$ cat config.mk
export PLATFORM = sky130hd
export DESIGN_NAME = burst_addr_seq
export DESIGN_NICKNAME = d
export VERILOG_FILES = /design/src/rtl/burst_seq_pkg.sv /design/src/rtl/burst_start_reg.sv /design/src/rtl/burst_beat_ctr.sv /design/src/rtl/burst_addr_map.sv /design/src/rtl/burst_addr_seq.sv
export SDC_FILE = /design/constraint.sdc
export NUM_CORES = 1
export LEC_CHECK = 0
export BUFFER_PORTS_ARGS = -buffer_cell sky130_fd_sc_hd__buf_2
export CORE_AREA = 4 4 41 43
export CTS_BUF_LIST = sky130_fd_sc_hd__clkbuf_8
export DETAILED_ROUTE_END_ITERATION = 12
export DIE_AREA = 0 0 45 47
export PLACE_DENSITY = 0.39
export SLEW_MARGIN = 15
export SYNTH_ARGS = -nofsm -noshare
export SYNTH_HDL_FRONTEND = slang
export SYNTH_SLANG_ARGS = --single-unit
$ cat constraint.sdc
create_clock -name clk -period 0.8 [get_ports clk]
set_input_delay 0.2 -clock clk [delete_from_list [all_inputs] [get_ports clk]]
set_output_delay 0.2 -clock clk [all_outputs]
set_load 0.005 [all_outputs]
$ cat src/rtl/burst_seq_pkg.sv
// Package: shared types for the burst address sequencer.
// Assumes: nothing beyond IEEE 1800-2017.
package burst_seq_pkg;

    // Burst order captured at load time.
    typedef enum logic {
        ORD_INTERLEAVE = 1'b0,
        ORD_LINEAR     = 1'b1
    } burst_order_e;

endpackage

$ cat src/rtl/burst_start_reg.sv
// Module: burst_start_reg
// Captures the starting address and the burst order on each load.
// Assumes: order_sel_i is stable around the load cycle; a low level selects
// linear order and anything else selects interleaved order.
module burst_start_reg
    import burst_seq_pkg::*;
#(
    parameter int BEAT_W = 2
) (
    input  logic              clk,
    input  logic              rst_n,
    input  logic              load_i,
    input  logic [BEAT_W-1:0] start_i,
    input  logic              order_sel_i,
    output logic [BEAT_W-1:0] start_o,
    output burst_order_e      order_o
);

    // Hold the start address and order; refresh them only on load.
    always_ff @(posedge clk) begin
        if (!rst_n) begin
            start_o <= '0;
            order_o <= ORD_INTERLEAVE;
        end else if (load_i) begin
            start_o <= start_i;
            if (order_sel_i == 1'b0) order_o <= ORD_LINEAR;
            else                     order_o <= ORD_INTERLEAVE;
        end
    end

    // the start register follows the loaded value.
    assert_start_capture_R2: assert property (@(posedge clk) disable iff (!rst_n)
        load_i |=> start_o == $past(start_i));

    // without a load the captured order never moves.
    assert_order_frozen_R8: assert property (@(posedge clk) disable iff (!rst_n)
        !load_i |=> $stable(order_o));

endmodule

$ cat src/rtl/burst_beat_ctr.sv
// Module: burst_beat_ctr
// Counts beats within a burst; load clears it, advance steps it, wrapping
// naturally at 2**BEAT_W beats.
// Assumes: load has priority over advance.
module burst_beat_ctr #(
    parameter int BEAT_W = 2
) (
    input  logic              clk,
    input  logic              rst_n,
    input  logic              load_i,
    input  logic              adv_i,
    output logic [BEAT_W-1:0] beat_o
);

    localparam logic [BEAT_W-1:0] LAST_BEAT = {BEAT_W{1'b1}};

    // Beat counter: clear on load, increment on advance, else hold.
    always_ff @(posedge clk) begin
        if (!rst_n)      beat_o <= '0;
        else if (load_i) beat_o <= '0;
        else if (adv_i)  beat_o <= beat_o + 1'b1;
    end

    // any load restarts the count, even with advance high.
    assert_load_clears_R7: assert property (@(posedge clk) disable iff (!rst_n)
        load_i |=> beat_o == '0);

    // advancing from the last beat wraps to beat zero.
    assert_wrap_R5: assert property (@(posedge clk) disable iff (!rst_n)
        (adv_i && !load_i && beat_o == LAST_BEAT) |=> beat_o == '0);

    // idle cycles keep the count.
    assert_idle_hold_R6: assert property (@(posedge clk) disable iff (!rst_n)
        (!adv_i && !load_i) |=> $stable(beat_o));

endmodule

$ cat src/rtl/burst_addr_map.sv
// Module: burst_addr_map
// Combines start address and beat count into the array address.
// Assumes: order_i is constant for a burst. LINEAR_EN = 0 builds an
// interleave-only variant that ignores order_i.
module burst_addr_map
    import burst_seq_pkg::*;
#(
    parameter int BEAT_W    = 2,
    parameter bit LINEAR_EN = 1'b1
) (
    input  logic [BEAT_W-1:0] start_i,
    input  logic [BEAT_W-1:0] beat_i,
    input  burst_order_e      order_i,
    output logic [BEAT_W-1:0] addr_o
);

    logic [BEAT_W-1:0] xor_addr;
    logic [BEAT_W-1:0] add_addr;

    // Both candidate addresses; the add wraps modulo 2**BEAT_W.
    always_comb begin
        xor_addr = start_i ^ beat_i;
        add_addr = start_i + beat_i;
    end

    generate
        if (LINEAR_EN) begin : g_both
            // Pick the candidate for the captured order.
            always_comb addr_o = (order_i == ORD_LINEAR) ? add_addr : xor_addr;
        end else begin : g_xor_only
            // Interleave-only build: the order input is unused by design.
            logic unused_order;
            always_comb unused_order = order_i[0];
            always_comb addr_o = xor_addr;
        end
    endgenerate

endmodule

$ cat src/rtl/burst_addr_seq.sv
// Module: burst_addr_seq (top)
// Low-order burst address sequencer: load a start value, then step it in
// linear or interleaved order with wrap after 2**BEAT_W beats.
// Assumes: synchronous active-low reset; order_sel_i is quasi-static and is
// only sampled on load.
module burst_addr_seq
    import burst_seq_pkg::*;
#(
    parameter int BEAT_W = 2
) (
    input  logic              clk,
    input  logic              rst_n,
    input  logic              load_i,
    input  logic [BEAT_W-1:0] start_i,
    input  logic              adv_i,
    input  logic              order_sel_i,
    output logic [BEAT_W-1:0] addr_o
);

    logic [BEAT_W-1:0] start_q;
    logic [BEAT_W-1:0] beat_q;
    burst_order_e      order_q;

    burst_start_reg #(.BEAT_W(BEAT_W)) u_start (
        .clk         (clk),
        .rst_n       (rst_n),
        .load_i      (load_i),
        .start_i     (start_i),
        .order_sel_i (order_sel_i),
        .start_o     (start_q),
        .order_o     (order_q)
    );

    burst_beat_ctr #(.BEAT_W(BEAT_W)) u_beat (
        .clk    (clk),
        .rst_n  (rst_n),
        .load_i (load_i),
        .adv_i  (adv_i),
        .beat_o (beat_q)
    );

    burst_addr_map #(.BEAT_W(BEAT_W), .LINEAR_EN(1'b1)) u_map (
        .start_i (start_q),
        .beat_i  (beat_q),
        .order_i (order_q),
        .addr_o  (addr_o)
    );

    // the first beat after a load is the loaded address.
    assert_first_beat_R2: assert property (@(posedge clk) disable iff (!rst_n)
        load_i |=> addr_o == $past(start_i));

    // idle cycles keep the address.
    assert_addr_hold_R6: assert property (@(posedge clk) disable iff (!rst_n)
        (!load_i && !adv_i) |=> $stable(addr_o));

    // in linear order each advance adds one to the address.
    assert_linear_step_R3: assert property (@(posedge clk) disable iff (!rst_n)
        (adv_i && !load_i && order_q == ORD_LINEAR)
            |=> addr_o == $past(addr_o) + 1'b1);

    // in interleaved order the address flips the bits the beat count flips.
    assert_xor_step_R4: assert property (@(posedge clk) disable iff (!rst_n)
        (adv_i && !load_i && order_q == ORD_INTERLEAVE)
            |=> (addr_o ^ $past(addr_o)) == ($past(beat_q) ^ ($past(beat_q) + 1'b1)));

endmodule

==> results.sh <==
export IMPL_status="finished with violations"
export IMPL_violations="negative setup slack"
export IMPL_wl_per_cell_um=10.5
export IMPL_detail_route_iter0_violations=0
export IMPL_crit_arrival_ps=1000
export IMPL_syn_inst=21
export IMPL_drive_gt1_share_pct=64.7
export IMPL_hold_viol=0
export IMPL_cts_tree="yes"
export IMPL_cpPeakStageDelay_ps=350
export IMPL_min_from="rst_n"
export IMPL_clk_path_buf_depth=2
export IMPL_crit_path_end_kind="output pin"
export IMPL_nNetsFinal=43
export IMPL_die_y_um=47
export IMPL_avgSynthCellArea_um2=10.5
export IMPL_rows=13
export IMPL_min_period_ps=1200
export IMPL_slew_violations=0
export IMPL_placed_area_um2=289
export IMPL_synth_largest_area_cell="dfxtp_1"
export IMPL_ys_ff_latch=5
export IMPL_start_util_pct=17.0
export IMPL_rsz0062_at_grt="true"
export IMPL_core_um2=1300
export IMPL_ys_types=13
export IMPL_io_pins=9
export IMPL_post_cts_setup_buffers=0
export IMPL_ant_nets=0
export IMPL_num_antenna_cells=0
export IMPL_root_buffer="clkbuf_8"
export IMPL_tightestPinTransition_ps=140
export IMPL_ys_seq_area_share_pct=45.2
export IMPL_startpoint_type="flip-flop"
export IMPL_clk_latency_ps=220
export IMPL_power_density_nw_per_um2=2150
export IMPL_multi_input_area_um2=155
export IMPL_ir_drop_mv=0.856
export IMPL_antenna_found_initial=0
export IMPL_power_leakage_nw=0.178
export IMPL_drt_first_pass_iters=1
export IMPL_fin_ws_ps=-402
export IMPL_path_max_fanout=2
export IMPL_synth_top_area_share_pct=45.2
export IMPL_grt_pass1_vias=209
export IMPL_slew_headroom_pct=90.4
export IMPL_via_per_inst=4.06
export IMPL_die_w_um=45
export IMPL_synth_warnings=0
export IMPL_fill_cells=149
export IMPL_max_freq_mhz=832
export IMPL_dieArea_um2=2120
export IMPL_routed_wl_um=516
export IMPL_area_delta_synth_final_pct=72.3
export IMPL_grt_pass1_wl_um=834
export IMPL_finalSetupViolCount=3
export IMPL_startpoint="u_beat.beat_o[0]$_SDFFE_PP0P_"
export IMPL_clkSinkCount=5
export IMPL_slowest_stage="dfxtp_2"
export IMPL_drc_errors=0
export IMPL_grt_overflow_total=0
export IMPL_worstPathCellList="ha_4 > nand2_2 > xnor2_2 > buf_2"
export IMPL_drv_cap=0
export IMPL_grt_max_degree=6
export IMPL_seqCellArea_um2=105
export IMPL_gp_congestion=0.671
export IMPL_finalCritPeriodShare_pct=150
export IMPL_synth_area_leaders="dfxtp_1 (45%), mux2i_1 (9.0%), xnor2_1 (7.9%), ha_1 (5.6%), nor2b_1 (5.6%)"
export IMPL_numPortBuffers=8
export IMPL_synth_area_um2=221
export IMPL_min_path_type="primary input to flip-flop"
export IMPL_finalSetupTns_ps=-719
export IMPL_path_class="flip-flop to output pin"
export IMPL_final_setup_skew_ps=0.0347
export IMPL_syn_num_nets=29
export IMPL_stdcell_area_um2=382
export IMPL_vias=199
export IMPL_cp_data_required_time_ps=600
export IMPL_numCtsBuffers=3
export IMPL_clkTransAtPathRegs_ps=30
export IMPL_htreeDepth=1
export IMPL_r2r_start="u_beat.beat_o[0]$_SDFFE_PP0P_"
export IMPL_grt_total_usage_pct=6.55
[Yosys cell counts]
master,n
dfxtp_1,5
a21oi_1,1
a21bo_2,1
nor2b_1,2
o211a_1,1
xnor2_1,2
xor2_1,1
nand3b_1,1
nand2_1,2
mux2i_1,2
nor2_1,1
ha_1,1
nand2b_1,1
[worst max-delay path, delay by kind of cell, from the launching register on]
kind          cells  cell delay (ps)
xor+xnor          1              120
fa+ha+maj         1              130
buf+inv           1              120
flops             1              350
simple gates      1               50
[registers in the layout, indices dropped and copies added, names as in the netlist]
signal and cells:
u_beat.beat_o 2, u_start.order_o 1, u_start.start_o 2
[path summary, 6_finish.rpt]
path / cells past startpoint / to / slack [ps]
setup / recovery: 4 / addr_o[1] / -400
setup reg to reg: 3 / u_beat.beat_o[1]$_SDFFE_PP0P_ / -20
hold reg to reg: 1 / u_start.order_o$_SDFFE_PN0P_ / 530
hold / removal: 2 / u_start.start_o[0]$_SDFFE_PN0P_ / 240
[through the flow]
step | instances | setup slack, ps | hold WS, ps | power [mW] | utilization (%)
after floorplan | 21 | -93.4 | 328 | 0.310 | -
after global placement | 45 | -206 | 458 | 0.346 | 22.2
after detailed placement | 45 | -203 | 466 | 0.348 | 22.2
after CTS | 49 | -386 | 234 | 0.830 | 27.9
after global routing | 49 | -447 | 247 | 0.873 | 29.3
final | 49 | -402 | 242 | 0.821 | 29.3
[routing by layer]
metal	up-vias	routed length, um	track usage, %
met4	0	39	12.3
met2	8	234	9.04
met3	5	47	2.68
met1	91	195	5.22
met5	-	0	0
li1	95	-	-
[power by group]
part           internal (mW)  leakage, nW  switching (mW)
Combinational         0.0569        0.108          0.0346
Clock                  0.329       0.0269           0.122
Sequential             0.266       0.0427          0.0128
[cell families after synthesis]
logic type,count (synthesis),synth area share [%]
compound gates,3,11.3
xor+xnor,3,11.9
simple gates,7,17.0
flops,5,45.2
fa+ha+maj,1,5.65
mux,2,9.04
[layout make-up]
type / count / share of cell area [%]
Clock buffer: 3 / 10.8
Clock inverter: 1 / 0.984
Timing Repair Buffer: 9 / 15.1
Multi-Input combinational cell: 16 / 40.7
Tap cell: 15 / 4.92
Sequential cell: 5 / 27.5
[placed cells by master, fill, tap and decap left out]
cell and count:
nand3b_1 1, a21oi_2 1, nor2b_1 2, dfxtp_2 4
ha_4 1, o211a_1 1, clkbuf_8 3, nand2_1 1
xor2_2 1, buf_6 2, a21bo_2 1, nand2_2 1
dfxtp_1 1, buf_2 7, inv_1 1, nand2b_1 1
xnor2_2 1, nor2_1 1, mux2i_1 2, xnor2_1 1
[what timing repair did]
item / in CTS / in global routing
resized for setup: 8 / 3
pin swaps: 4 / 2
setup endpoints to repair: 3 / 4
hold buffers: 0 / 0
No activity file was read; power rests on OpenSTA's default activity.
